[config.mk]
export PLATFORM = sky130hd
export DESIGN_NAME = nand_strobe_seq
export DESIGN_NICKNAME = d
export VERILOG_FILES = /design/src/rtl/nseq_pkg.sv /design/src/rtl/nseq_sync.sv /design/src/rtl/nseq_gap_track.sv /design/src/rtl/nseq_phase_fsm.sv /design/src/rtl/nand_strobe_seq.sv
export SDC_FILE = /design/constraint.sdc
export NUM_CORES = 1
export LEC_CHECK = 0
export ABC_CLOCK_PERIOD_IN_PS = 4700
export BUFFER_PORTS_ARGS = -buffer_cell sky130_fd_sc_hd__buf_2
export CORE_MARGIN = 4
export CORE_UTILIZATION = 55
export DETAILED_ROUTE_END_ITERATION = 10
export GPL_TIMING_DRIVEN = 0
export PLACE_DENSITY = 0.81
export SYNTH_ARGS = -nofsm -noshare
export SYNTH_HDL_FRONTEND = slang
export SYNTH_SLANG_ARGS = --single-unit
[constraint.sdc]
create_clock -name clk -period 4.7 [get_ports clk]
set_input_delay 0.705 -clock clk [delete_from_list [all_inputs] [get_ports clk]]
set_output_delay 0.705 -clock clk [all_outputs]
set_load 0.01 [all_outputs]
[src/rtl/nseq_pkg.sv]
// Shared types for the NAND strobe sequencer.
// Assumes: op encoding is fixed by the request port (bit 1 set = data access).
package nseq_pkg;
    typedef enum logic [1:0] {
        OP_CMD   = 2'd0,
        OP_ADDR  = 2'd1,
        OP_READ  = 2'd2,
        OP_WRITE = 2'd3
    } op_e;

    typedef enum logic [1:0] {
        PH_IDLE  = 2'd0,
        PH_SETUP = 2'd1,
        PH_WAIT  = 2'd2,
        PH_HOLD  = 2'd3
    } phase_e;
endpackage

[src/rtl/nseq_sync.sv]
// Multi-stage synchronizer for the asynchronous device wait line.
// Assumes: input idles high; reset value is the idle level.
module nseq_sync #(
    parameter int STAGES = 2
) (
    input  logic clk,
    input  logic rst_n,
    input  logic d,
    output logic q
);
    logic [STAGES-1:0] sh;

    generate
        if (STAGES == 1) begin : g_one
            // Single stage: plain capture register.
            always_ff @(posedge clk) begin
                if (!rst_n) sh <= '1;
                else        sh <= d;
            end
        end else begin : g_many
            // Shift the sampled level through the chain.
            always_ff @(posedge clk) begin
                if (!rst_n) sh <= '1;
                else        sh <= {sh[STAGES-2:0], d};
            end
        end
    endgenerate

    assign q = sh[STAGES-1];
endmodule

[src/rtl/nseq_gap_track.sv]
// Tracks clocks elapsed since the last command/address access ended and
// whether a data read still owes the latch-to-read gap.
// Assumes: lat_done and data_acc are single-cycle pulses from the FSM.
module nseq_gap_track #(
    parameter int GW = 10
) (
    input  logic          clk,
    input  logic          rst_n,
    input  logic          lat_done,
    input  logic          lat_is_ale,
    input  logic          data_acc,
    output logic          pend,
    output logic          pend_ale,
    output logic [GW-1:0] gap
);
    // Restart the gap count at each latch access end; saturate otherwise.
    always_ff @(posedge clk) begin
        if (!rst_n) begin
            pend     <= 1'b0;
            pend_ale <= 1'b0;
            gap      <= '1;
        end else if (lat_done) begin
            pend     <= 1'b1;
            pend_ale <= lat_is_ale;
            gap      <= '0;
        end else begin
            if (data_acc) pend <= 1'b0;
            if (gap != '1) gap <= gap + GW'(1);
        end
    end
endmodule

[src/rtl/nseq_phase_fsm.sv]
// Setup / strobe / hold sequencer for one NAND access.
// Assumes: wait_sync_n is already synchronized; timing fields are captured
// at acceptance; wait field >= 4 plus device wait latency when wait_en is used.
module nseq_phase_fsm
    import nseq_pkg::*;
#(
    parameter int TW  = 8,
    parameter int DLW = 4,
    parameter int DW  = 8,
    parameter int GW  = 10
) (
    input  logic           clk,
    input  logic           rst_n,
    input  logic           req_valid,
    input  logic [1:0]     req_op,
    input  logic           req_attr,
    input  logic [DW-1:0]  req_wdata,
    input  logic [TW-1:0]  mem_set,
    input  logic [TW-1:0]  mem_wait,
    input  logic [TW-1:0]  mem_hold,
    input  logic [TW-1:0]  att_set,
    input  logic [TW-1:0]  att_wait,
    input  logic [TW-1:0]  att_hold,
    input  logic [DLW-1:0] cle_dly,
    input  logic [DLW-1:0] ale_dly,
    input  logic           wait_en,
    input  logic           wait_sync_n,
    input  logic [DW-1:0]  dq_i,
    input  logic           lat_pend,
    input  logic           lat_ale,
    input  logic [GW-1:0]  gap_cnt,
    output logic           busy,
    output logic           ready,
    output logic [DW-1:0]  rdata,
    output logic           cle,
    output logic           ale,
    output logic           we_n,
    output logic           re_n,
    output logic [DW-1:0]  dq_o,
    output logic           dq_oe,
    output logic           lat_done,
    output logic           data_acc
);
    localparam int CW = TW + 1;
    localparam logic [CW-1:0] EXT = CW'(4);

    phase_e         phase;
    op_e            op_q;
    logic [CW-1:0]  cnt;
    logic [TW-1:0]  wait_q, hold_q;
    logic [GW-1:0]  tgt_q;
    logic           gate_q, wen_q;
    logic [DW-1:0]  wdata_q;

    logic [TW-1:0]  sel_set, sel_wait, sel_hold;
    logic [DLW-1:0] sel_dly;
    logic           stall, accept;

    // Pick the timing set of the requested space and the pending gap field.
    always_comb begin
        sel_set  = req_attr ? att_set  : mem_set;
        sel_wait = req_attr ? att_wait : mem_wait;
        sel_hold = req_attr ? att_hold : mem_hold;
        sel_dly  = lat_ale  ? ale_dly  : cle_dly;
    end

    assign accept = (phase == PH_IDLE) && req_valid;
    assign stall  = wen_q && !wait_sync_n;

    // Phase sequencing, field capture and read-data capture.
    always_ff @(posedge clk) begin
        if (!rst_n) begin
            phase   <= PH_IDLE;
            op_q    <= OP_CMD;
            cnt     <= '0;
            wait_q  <= '0;
            hold_q  <= '0;
            tgt_q   <= '0;
            gate_q  <= 1'b0;
            wen_q   <= 1'b0;
            wdata_q <= '0;
            rdata   <= '0;
        end else begin
            case (phase)
                PH_IDLE: if (req_valid) begin
                    phase   <= PH_SETUP;
                    op_q    <= op_e'(req_op);
                    wdata_q <= req_wdata;
                    cnt     <= CW'(sel_set) + CW'(1);
                    wait_q  <= sel_wait;
                    hold_q  <= sel_hold;
                    wen_q   <= wait_en;
                    gate_q  <= (op_e'(req_op) == OP_READ) && lat_pend;
                    tgt_q   <= GW'(sel_dly) + GW'(sel_set) + GW'(1);
                end
                PH_SETUP: begin
                    if (cnt > CW'(1)) cnt <= cnt - CW'(1);
                    else if (!gate_q || gap_cnt >= tgt_q) begin
                        phase <= PH_WAIT;
                        cnt   <= CW'(wait_q) + CW'(1);
                    end
                end
                PH_WAIT: begin
                    if (stall) cnt <= (cnt > EXT) ? cnt - CW'(1) : EXT;
                    else if (cnt > CW'(1)) cnt <= cnt - CW'(1);
                    else begin
                        phase <= PH_HOLD;
                        cnt   <= CW'(hold_q) + CW'(1);
                        if (op_q == OP_READ) rdata <= dq_i;
                    end
                end
                default: begin
                    if (cnt > CW'(1)) cnt <= cnt - CW'(1);
                    else phase <= PH_IDLE;
                end
            endcase
        end
    end

    // Drive pins and handshake from the registered phase.
    always_comb begin
        busy     = (phase != PH_IDLE);
        ready    = (phase == PH_HOLD) && (cnt == CW'(1));
        cle      = busy && (op_q == OP_CMD);
        ale      = busy && (op_q == OP_ADDR);
        we_n     = !((phase == PH_WAIT) && (op_q != OP_READ));
        re_n     = !((phase == PH_WAIT) && (op_q == OP_READ));
        dq_oe    = busy && (op_q != OP_READ);
        dq_o     = wdata_q;
        lat_done = ready && (op_q == OP_CMD || op_q == OP_ADDR);
        data_acc = accept && req_op[1];
    end


    idle_quiet_chk: assert property (@(posedge clk) disable iff (!rst_n)
        !busy |-> (we_n && re_n && !cle && !ale && !ready));

    ready_end_chk: assert property (@(posedge clk) disable iff (!rst_n)
        ready |=> !busy);

    gap_gate_chk: assert property (@(posedge clk) disable iff (!rst_n)
        ($fell(re_n) && gate_q) |-> (gap_cnt >= tgt_q));

    stretch_chk: assert property (@(posedge clk) disable iff (!rst_n)
        (stall && phase == PH_WAIT) |=> (phase == PH_WAIT));

    busy_ignore_chk: assert property (@(posedge clk) disable iff (!rst_n)
        (busy && !ready && req_valid) |=> ($stable(op_q) && busy));
endmodule

[src/rtl/nand_strobe_seq.sv]
// Top of the NAND bus timing sequencer: wait-line synchronizer, latch-gap
// tracker and phase FSM. Assumes one bank and one outstanding access.
module nand_strobe_seq #(
    parameter int TW      = 8,
    parameter int DLW     = 4,
    parameter int DW      = 8,
    parameter int SYNC_ST = 2
) (
    input  logic           clk,
    input  logic           rst_n,
    input  logic           req_valid,
    input  logic [1:0]     req_op,
    input  logic           req_attr,
    input  logic [DW-1:0]  req_wdata,
    output logic           busy,
    output logic           ready,
    output logic [DW-1:0]  rdata,
    input  logic [TW-1:0]  mem_set,
    input  logic [TW-1:0]  mem_wait,
    input  logic [TW-1:0]  mem_hold,
    input  logic [TW-1:0]  att_set,
    input  logic [TW-1:0]  att_wait,
    input  logic [TW-1:0]  att_hold,
    input  logic [DLW-1:0] cle_dly,
    input  logic [DLW-1:0] ale_dly,
    input  logic           wait_en,
    output logic           nand_cle,
    output logic           nand_ale,
    output logic           nand_we_n,
    output logic           nand_re_n,
    output logic [DW-1:0]  nand_dq_o,
    output logic           nand_dq_oe,
    input  logic [DW-1:0]  nand_dq_i,
    input  logic           nand_wait_n
);
    localparam int GW = TW + 2;

    logic          wait_sync_n;
    logic          lat_pend, lat_ale, lat_done, data_acc;
    logic [GW-1:0] gap_cnt;

    nseq_sync #(.STAGES(SYNC_ST)) u_sync (
        .clk(clk), .rst_n(rst_n), .d(nand_wait_n), .q(wait_sync_n)
    );

    nseq_gap_track #(.GW(GW)) u_gap (
        .clk(clk), .rst_n(rst_n), .lat_done(lat_done), .lat_is_ale(nand_ale),
        .data_acc(data_acc), .pend(lat_pend), .pend_ale(lat_ale), .gap(gap_cnt)
    );

    nseq_phase_fsm #(.TW(TW), .DLW(DLW), .DW(DW), .GW(GW)) u_fsm (
        .clk(clk), .rst_n(rst_n),
        .req_valid(req_valid), .req_op(req_op), .req_attr(req_attr),
        .req_wdata(req_wdata),
        .mem_set(mem_set), .mem_wait(mem_wait), .mem_hold(mem_hold),
        .att_set(att_set), .att_wait(att_wait), .att_hold(att_hold),
        .cle_dly(cle_dly), .ale_dly(ale_dly), .wait_en(wait_en),
        .wait_sync_n(wait_sync_n), .dq_i(nand_dq_i),
        .lat_pend(lat_pend), .lat_ale(lat_ale), .gap_cnt(gap_cnt),
        .busy(busy), .ready(ready), .rdata(rdata),
        .cle(nand_cle), .ale(nand_ale), .we_n(nand_we_n), .re_n(nand_re_n),
        .dq_o(nand_dq_o), .dq_oe(nand_dq_oe),
        .lat_done(lat_done), .data_acc(data_acc)
    );
endmodule

==> impl_results.md, run 1 <==
* First-pass GRT wire length at 21220 µm
* Startpoint Class: primary input
* Fin Clk Skew at 0.01284 ns
* Core Rows at 33
* Residual DRC count at 0
* Tot GR Track Use at 0.2635
* Mux cell area share after synthesis at 0.09086
* DIE WIDTH at 99.45 µm
* H-tree depth at 3
* Port buffer count at 102
* R2R Setup Slk at 1.79 ns
* Avg Cell Area, Syn at 8.213 µm²
* Yosys top cell by area: dfxtp_1
* Die ar. at 0.009889 mm²
* Status: finished, final reports clean
* Worst hold path type: reg -> reg
* Fin. Hold Viols at 0
* Die H at 99.45 µm
* Max-cap violations at 0
* Fill count at 709
* Worst skew pair latency at 0.36 ns
* TritonRoute pass-1 iters at 6
* Via count at 4670
* Leakage power at 0.002336 µW
* Hold Crit Depth at 1
* Multi-input gate area at 0.002924 mm²
* Final Cycle Share at 0.7977
* Post-detailed-route wirelength per cell at 16.83 µm
* Worst-path clk slew at 0.08 ns
* Pre-CTS setup slack at 0.6163 ns
* Area growth from synthesis to layout at 18.04%
* Data arrival, critical path at 4.03 ns
* Worst Setup End Kind: flip-flop
* Xor/xnor share of the synthesized area at 0.05713
* DR WL met3 at 1192 µm
* Average vias per placed instance at 5.964
* Req. time, crit path at 4.98 ns
* Cell Area, Synth at 0.004599 mm²
* Pwr dens at 537.1 mW/mm²
* Post-Route WL at 13180 µm
* Post-synth top area share at 0.3090
* Core footprint at 0.008175 mm²
* Post-CTS Setup Inserts at 0
* Drt first-iter violations at 349
* Nets@finish at 781
* Detailed-placement wirelength estimate at 10330 µm
* RSZ-0062 raised after global routing: no
* Hold Buf Count CTS at 0
* Syn Nets at 668
* Final setup fails at 0
* Initial antenna violation count at 0
* Cell variety after synth at 60
* Adder-cell share of the synthesized area at 0.07780
* Max transition margin at 0.5218
* # resized after CTS at 0
* WHS at 0.4147 ns
* Overall Power at 2916 µW
* TritonCTS Sinks at 71
* ANT cells at 0
* Seq/Total Area, Yosys at 0.3090
* Overflow after GRT at 0
* FMAX at 0.2667 GHz
* Slew Viols, Final at 0
* Top_reg_cell synth: dfxtp_1
* Synth Warn # at 0
* R2R cell count at 10
* Vias in the first global route at 4489
* Worst-Margin Slew at 0.7107 ns
* Synth Area in Simple Gates at 0.2013
* CTS Buf Count at 9
* IO Pins at 103
* Share of layout cells above drive strength 1 at 0.2065
* Sequential cell area at 0.001421 mm²
* Clock Path Buffers at 2
* CTS Root Buffer Type: clkbuf_8
* Post-synth EDFFs at 0
* Finished Core Util at 0.6641
* Critical path peak fanout at 10
* Setup TNS at 0 ns
* Critical path class: in -> reg
* CTS tree: yes
* Pin count of the biggest net entering global routing at 16
* Mapped Cells at 560
* Metal2 WL at 6031 µm
* Final setup margin at 0.9506 ns
* Largest family of logic cells by synthesized area: compound AO/OA/AOI/OAI gates
* Initial core utilization at 0.5626
* IR drop worst, VDD at 0.2379 mV
* Top Metal Used: met4
* Fraction of registers with async set/reset at 0
* M1 WL at 5659 µm
* Post-synthesis compound-gate area fraction at 0.2087
* Synth area leaders: dfxtp_1 31%, mux2i_1 7.6%, ha_1 7.3%
* Final min period at 3.749 ns
* Flops & latches, synth at 71
* RD Place Congestion at 1.002
* Remaining antenna violation count at 0
==> state kept, by name, indices dropped and copies added, names as in the netlist <==
register        count
u_fsm.wen_q         1
u_gap.gap          10
u_fsm.hold_q        8
u_gap.pend          1
u_fsm.tgt_q        10
u_fsm.gate_q        1
u_fsm.op_q          2
u_fsm.rdata         8
u_fsm.dq_o          8
u_fsm.phase         2
u_fsm.cnt           9
u_fsm.wait_q        8
u_sync.sh           2
u_gap.pend_ale      1
==> layout by cell type, fill, tap and decap left out, drive strengths merged, types with 20 or more instances in the layout <==
master  count
ha         27
buf       113
mux2i      35
o21ai      27
nor2       49
inv        33
a21oi      38
dfxtp      71
a211oi     24
nand2      52
clkbuf     24
nand3      20
==> final cells by class <==
cell class              count  share of cell area
plain buffers              27             0.02673
multi-input cells         433              0.5386
repair buffers            102             0.09403
clock inverters             7             0.01175
inverters                  29             0.02005
clock buffers               9             0.02282
well taps                 105             0.02420
flip-flops and latches     71              0.2618
==> cell usage after synthesis, drive strengths merged (2+ instances only) <==
| master | instances |
|---|---|
| nor4 | 3 |
| ha | 27 |
| o2bb2ai | 3 |
| clkbuf | 15 |
| inv | 29 |
| o22ai | 11 |
| nand2b | 8 |
| a32oi | 4 |
| a2bb2oi | 2 |
| o211ai | 2 |
| dfxtp | 71 |
| mux2 | 6 |
| nor2b | 6 |
| nand4 | 10 |
| nand2 | 52 |
| nor3 | 12 |
| a211oi | 24 |
| mux2i | 35 |
| a21o | 9 |
| xnor2 | 14 |
| and3 | 4 |
| a21boi | 2 |
| xor2 | 16 |
| and4 | 4 |
| nor3b | 2 |
| and2 | 2 |
| nand3 | 20 |
| o21ai | 27 |
| o31a | 2 |
| a2111oi | 2 |
| a31oi | 4 |
| nand3b | 8 |
| o21a | 3 |
| buf | 11 |
| or3 | 3 |
| a311oi | 2 |
| nor2 | 49 |
| or4 | 2 |
| a21oi | 38 |
| nand4b | 2 |
| o2111ai | 2 |
==> metal layers <==
| metal | GRT usage | vias up |
|---|---|---|
| met5 | 0 | - |
| met4 | 0.08403 | 0 |
| met3 | 0.05610 | 30 |
| met2 | 0.4267 | 237 |
| met1 | 0.3511 | 2151 |
| li1 | - | 2252 |
==> metrics by stage <==
step / instances / cell area (µm²)
global placement: 767 / 5241
detailed placement: 767 / 5241
global route: 783 / 5429
finish: 783 / 5429
CTS: 783 / 5429
floorplan: 560 / 4599
==> path summary, 6_finish.rpt <==
kind                                startpoint              to
worst max-delay path                  req_attr  u_fsm.tgt_q[8]
worst min-delay path              u_sync.sh[0]    u_sync.sh[1]
worst max register to register  u_gap.pend_ale  u_fsm.tgt_q[8]
worst min register to register    u_sync.sh[0]    u_sync.sh[1]
==> power by group <==
| part | internal (µW) | switching, µW | total, µW |
|---|---|---|---|
| clock | 203 | 272 | 475 |
| combinational | 633 | 871 | 1500 |
| sequential | 759 | 179 | 937 |
| total | 1590 | 1320 | 2920 |
==> cells by family after synthesis <==
group / Yosys count
fa+ha+maj: 28
simple gates: 189
buf+inv: 56
compound gates: 145
flops: 71
xor+xnor: 30
mux: 41
==> worst max-delay path, cell delays in order <==
cell	delay, ns
buf_2	0.15
buf_2	0.27
buf_2	0.30
buf_2	0.35
mux2i_1	0.37
inv_1	0.13
ha_1	0.30
and3_1	0.17
o21a_1	0.26
nor3_1	0.26
o2111ai_1	0.19
or3_1	0.39
a31oi_1	0.16
Power figures use the tool's default switching activity.
==> run 2: changes to the inputs <==
--- a/config.mk
+++ b/config.mk
@@ -5,13 +5,14 @@
 export SDC_FILE = /design/constraint.sdc
 export NUM_CORES = 1
 export LEC_CHECK = 0
-export ABC_CLOCK_PERIOD_IN_PS = 4700
+export ABC_AREA = 1
+export ABC_CLOCK_PERIOD_IN_PS = 3900
 export BUFFER_PORTS_ARGS = -buffer_cell sky130_fd_sc_hd__buf_2
 export CORE_MARGIN = 4
 export CORE_UTILIZATION = 55
 export DETAILED_ROUTE_END_ITERATION = 10
 export GPL_TIMING_DRIVEN = 0
-export PLACE_DENSITY = 0.81
+export PLACE_DENSITY = 0.8
 export SYNTH_ARGS = -nofsm -noshare
 export SYNTH_HDL_FRONTEND = slang
 export SYNTH_SLANG_ARGS = --single-unit
==> constraint.sdc (replaced) <==
create_clock -name clk -period 3.9 [get_ports clk]
set_input_delay 0.585 -clock clk [delete_from_list [all_inputs] [get_ports clk]]
set_output_delay 0.585 -clock clk [all_outputs]
set_load 0.01 [all_outputs]
==> run 2 against run 1 <==
Power grew 23%; critical path depth grew 5; flip-flop and latch count is the same; die area grew 8.5%; global-route usage shrank 2.2 points; final cell count grew 28%.
==> impl_results.md, run 2 <==
* IR drop worst, VDD at 0.2383 mV (was 0.2379 mV)
* CTS tree: yes (unchanged)
* Cell Area, Synth at 0.005026 mm² (was 0.004599 mm²)
* Drt first-iter violations at 313 (was 349)
* TritonCTS Sinks at 71 (unchanged)
* Overflow after GRT at 0 (unchanged)
* Pin count of the biggest net entering global routing at 15 (was 16)
* Final min period at 2.665 ns
* # resized after CTS at 0 (unchanged)
* Flops & latches, synth at 71 (unchanged)
* Average vias per placed instance at 5.230 (was 5.964)
* Worst-Margin Slew at 0.6015 ns (was 0.7107 ns)
* Share of layout cells above drive strength 1 at 0.2096 (was 0.2065)
* Max-cap violations at 0 (unchanged)
* Post-CTS Setup Inserts at 0 (unchanged)
* Worst-path clk slew at 0.09 ns (was 0.08 ns)
* Syn Nets at 882 (was 668)
* Finished Core Util at 0.6698 (was 0.6641)
* Worst path slowest cell: fa_1 (was or3_1)
* First-pass GRT wire length at 21870 µm (was 21220 µm)
* Synth Warn # at 0 (unchanged)
* Initial core utilization at 0.5708 (was 0.5626)
* Synth area leaders: dfxtp_1 28%, nand2_1 16%, inv_1 8.0% (was dfxtp_1 31%, mux2i_1 7.6%, ha_1 7.3%)
* Worst Setup End Kind: flip-flop (unchanged)
* Max transition margin at 0.5990 (was 0.5218)
* Vias in the first global route at 4885 (was 4489)
* Most common cell after layout, fill and taps aside: nand2_1 (was buf_2)
* Worst setup endpoint: u_fsm.tgt_q[7] (was u_fsm.tgt_q[8])
* Die H at 103.6 µm (was 99.45 µm)
* Post-synth top area share at 0.2828 (was 0.3090)
* Worst skew pair latency at 0.36 ns (about the same)
* CP cell instances: buf_2 > inv_1 > buf_4 > nand2_1 > nand2_1 > ha_1 > inv_1 > fa_1 > nand2_1 > nand2_1 > nor2_1 > nand3_1 > nor2_1 > nand2_2 > o21ai_1 > nand3_1 > nand2_1 > inv_1 (was buf_2 > buf_2 > buf_2 > buf_2 > mux2i_1 > inv_1 > ha_1 > and3_1 > o21a_1 > nor3_1 > o2111ai_1 > or3_1 > a31oi_1)
* Tot GR Track Use at 0.2411 (was 0.2635)
* Fin Clk Skew at 0.009683 ns (was 0.01284 ns)
* Fraction of registers with async set/reset at 0 (unchanged)
* Initial antenna violation count at 0 (unchanged)
* Crit Reg-Reg Endpoint: u_fsm.tgt_q[7] (was u_fsm.tgt_q[8])
* Core footprint at 0.008806 mm² (was 0.008175 mm²)
* R2R cell count at 14 (was 10)
* Worst Setup SP: req_attr (unchanged)
* Residual DRC count at 0 (unchanged)
* CP bufs+invs at 5 (unchanged)
* Pwr dens at 606.3 mW/mm² (was 537.1 mW/mm²)
* RSZ-0062 raised after global routing: no (unchanged)
* Startpoint Class: primary input (unchanged)
* RD Place Congestion at 0.9473 (was 1.002)
* Via count at 5230 (was 4670)
* FMAX at 0.3752 GHz
* CTS Root Buffer Type: clkbuf_8 (unchanged)
* Post-synth EDFFs at 0 (unchanged)
* Post-Route WL at 12960 µm (was 13180 µm)
* IO Pins at 103 (unchanged)
* Most frequent cells in the layout: 208 x nand2_1, 109 x buf_2, 107 x inv_1, 71 x nor2_1, 71 x dfxtp_1 (was 105 x buf_2, 71 x dfxtp_1, 52 x nand2_1, 48 x nor2_1, 38 x a21oi_1)
* Critical path peak fanout at 10 (unchanged)
* Remaining antenna violation count at 0 (unchanged)
* Biggest regs: u_fsm.tgt_q: 10 flops, u_gap.gap: 10 flops, u_fsm.cnt: 9 flops (unchanged)
* Status: finished, final reports clean (unchanged)
* Seq/Total Area, Yosys at 0.2828 (was 0.3090)
* R2R Setup Slk at 1.37 ns (was 1.79 ns)
* Core Rows at 34 (was 33)
* Area growth from synthesis to layout at 17.35% (was 18.04%)
* Mapped Cells at 774 (was 560)
* CTS Buf Count at 9 (unchanged)
* Most frequent cell on the critical path: nand2_1 (was buf_2)
* Die ar. at 0.01073 mm² (was 0.009889 mm²)
* Top_reg_cell synth: dfxtp_1 (unchanged)
* Setup TNS at 0 ns (unchanged)
* Data arrival, critical path at 2.93 ns (was 4.03 ns)
* Fill count at 789 (was 709)
* H-tree depth at 3 (unchanged)
* Final Cycle Share at 0.6834
* Nets@finish at 995 (was 781)
* TritonRoute pass-1 iters at 5 (was 6)
* Hold Buf Count CTS at 0 (unchanged)
* Stages on worst setup path at 18 (was 13)
* Avg Cell Area, Syn at 6.494 µm² (was 8.213 µm²)
* Synth cell count leaders: 208 x nand2_1, 107 x inv_1, 71 x dfxtp_1, 71 x nor2_1, 68 x nand3_1 (was 71 x dfxtp_1, 52 x nand2_1, 48 x nor2_1, 38 x a21oi_1, 35 x mux2i_1)
* Count leader, synth: nand2_1 (was dfxtp_1)
* Port buffer count at 102 (unchanged)
* Leakage power at 0.003075 µW (was 0.002336 µW)
* Critical path class: in -> reg (unchanged)
* Clock Path Buffers at 2 (unchanged)
* DIE WIDTH at 103.6 µm (was 99.45 µm)
* Slew Viols, Final at 0 (unchanged)
* Fin. Hold Viols at 0 (unchanged)
* Detailed-placement wirelength estimate at 10310 µm (was 10330 µm)
* RR Startpoint: u_gap.pend_ale (unchanged)
* Yosys top cell by area: dfxtp_1 (unchanged)
* Worst path top cell family by delay: simple AND/OR/NAND/NOR gates (was buffers and inverters)
* Worst hold path type: in -> reg (was reg -> reg)
* ANT cells at 0 (unchanged)
* Crit path largest cell delay at 0.38 ns (was 0.39 ns)
* Post-detailed-route wirelength per cell at 12.96 µm (was 16.83 µm)
* Req. time, crit path at 4.16 ns (was 4.98 ns)
* Final setup fails at 0 (unchanged)
* Cell variety after synth at 46 (was 60)
run 2: cells by family (layout without fill, tap and decap cells):
kind of cell / count (synthesis) / count (layout) / synth area share
AND/OR/NAND/NOR: 407 / 407 / 0.3667
buffers and inverters: 141 / 259 / 0.1155
AO/OA/AOI/OAI: 110 / 110 / 0.1304
XOR/XNOR: 17 / 17 / 0.03336
flip-flops: 71 / 71 / 0.2828
adder cells (fa/ha/maj): 28 / 28 / 0.07120
run 2: routing by layer:
layer / GRT usage / wire length, µm
met5: 0 / 0
met4: 0.09307 / 329
met3: 0.05100 / 981
met2: 0.4047 / 5932
met1: 0.3036 / 5720
run 2: cell type report:
type,count,area (µm²),share of cell area
Multi-Input combinational cell,562,3024,0.5127
Sequential cell,71,1421,0.2410
Timing Repair Buffer,102,510.5,0.08655
Inverter,115,431.7,0.07319
Buffer,26,148.9,0.02524
Tap cell,108,135.1,0.02291
Clock buffer,9,123.9,0.02100
Clock inverter,7,102.6,0.01739
run 2: per-stage QoR:
step	setup slack (ns)	hold slack (ns)	instances	instance area (µm²)	power (µW)
2_1_floorplan	1.318	0.3925	774	5026	2445
3_3_place_gp	0.8920	0.3979	984	5672	2812
3_5_place_dp	0.8589	0.4084	984	5672	2881
4_1_cts	1.226	0.4163	1000	5898	3577
5_1_grt	0.9135	0.4222	1000	5898	3915
6_report	1.235	0.4218	1000	5898	3576
run 2: how the worst min path moves through the flow:
stage,startpoint,slack [ns],to,cells past startpoint
after floorplan,u_sync.sh[0],0.39,u_sync.sh[1],1
after global placement,u_sync.sh[0],0.40,u_sync.sh[1],1
after detailed placement,u_sync.sh[0],0.41,u_sync.sh[1],1
after CTS,nand_wait_n,0.42,u_sync.sh[0],2
after global routing,nand_wait_n,0.42,u_sync.sh[0],2
final,nand_wait_n,0.42,u_sync.sh[0],2
run 2: report_power, final:
| part | switching (µW) | total [µW] | internal (µW) | leakage [µW] |
|---|---|---|---|---|
| registers | 183 | 1090 | 909 | 0.000585 |
| logic | 1130 | 1800 | 672 | 0.00238 |
| clock network | 312 | 679 | 368 | 0.000111 |
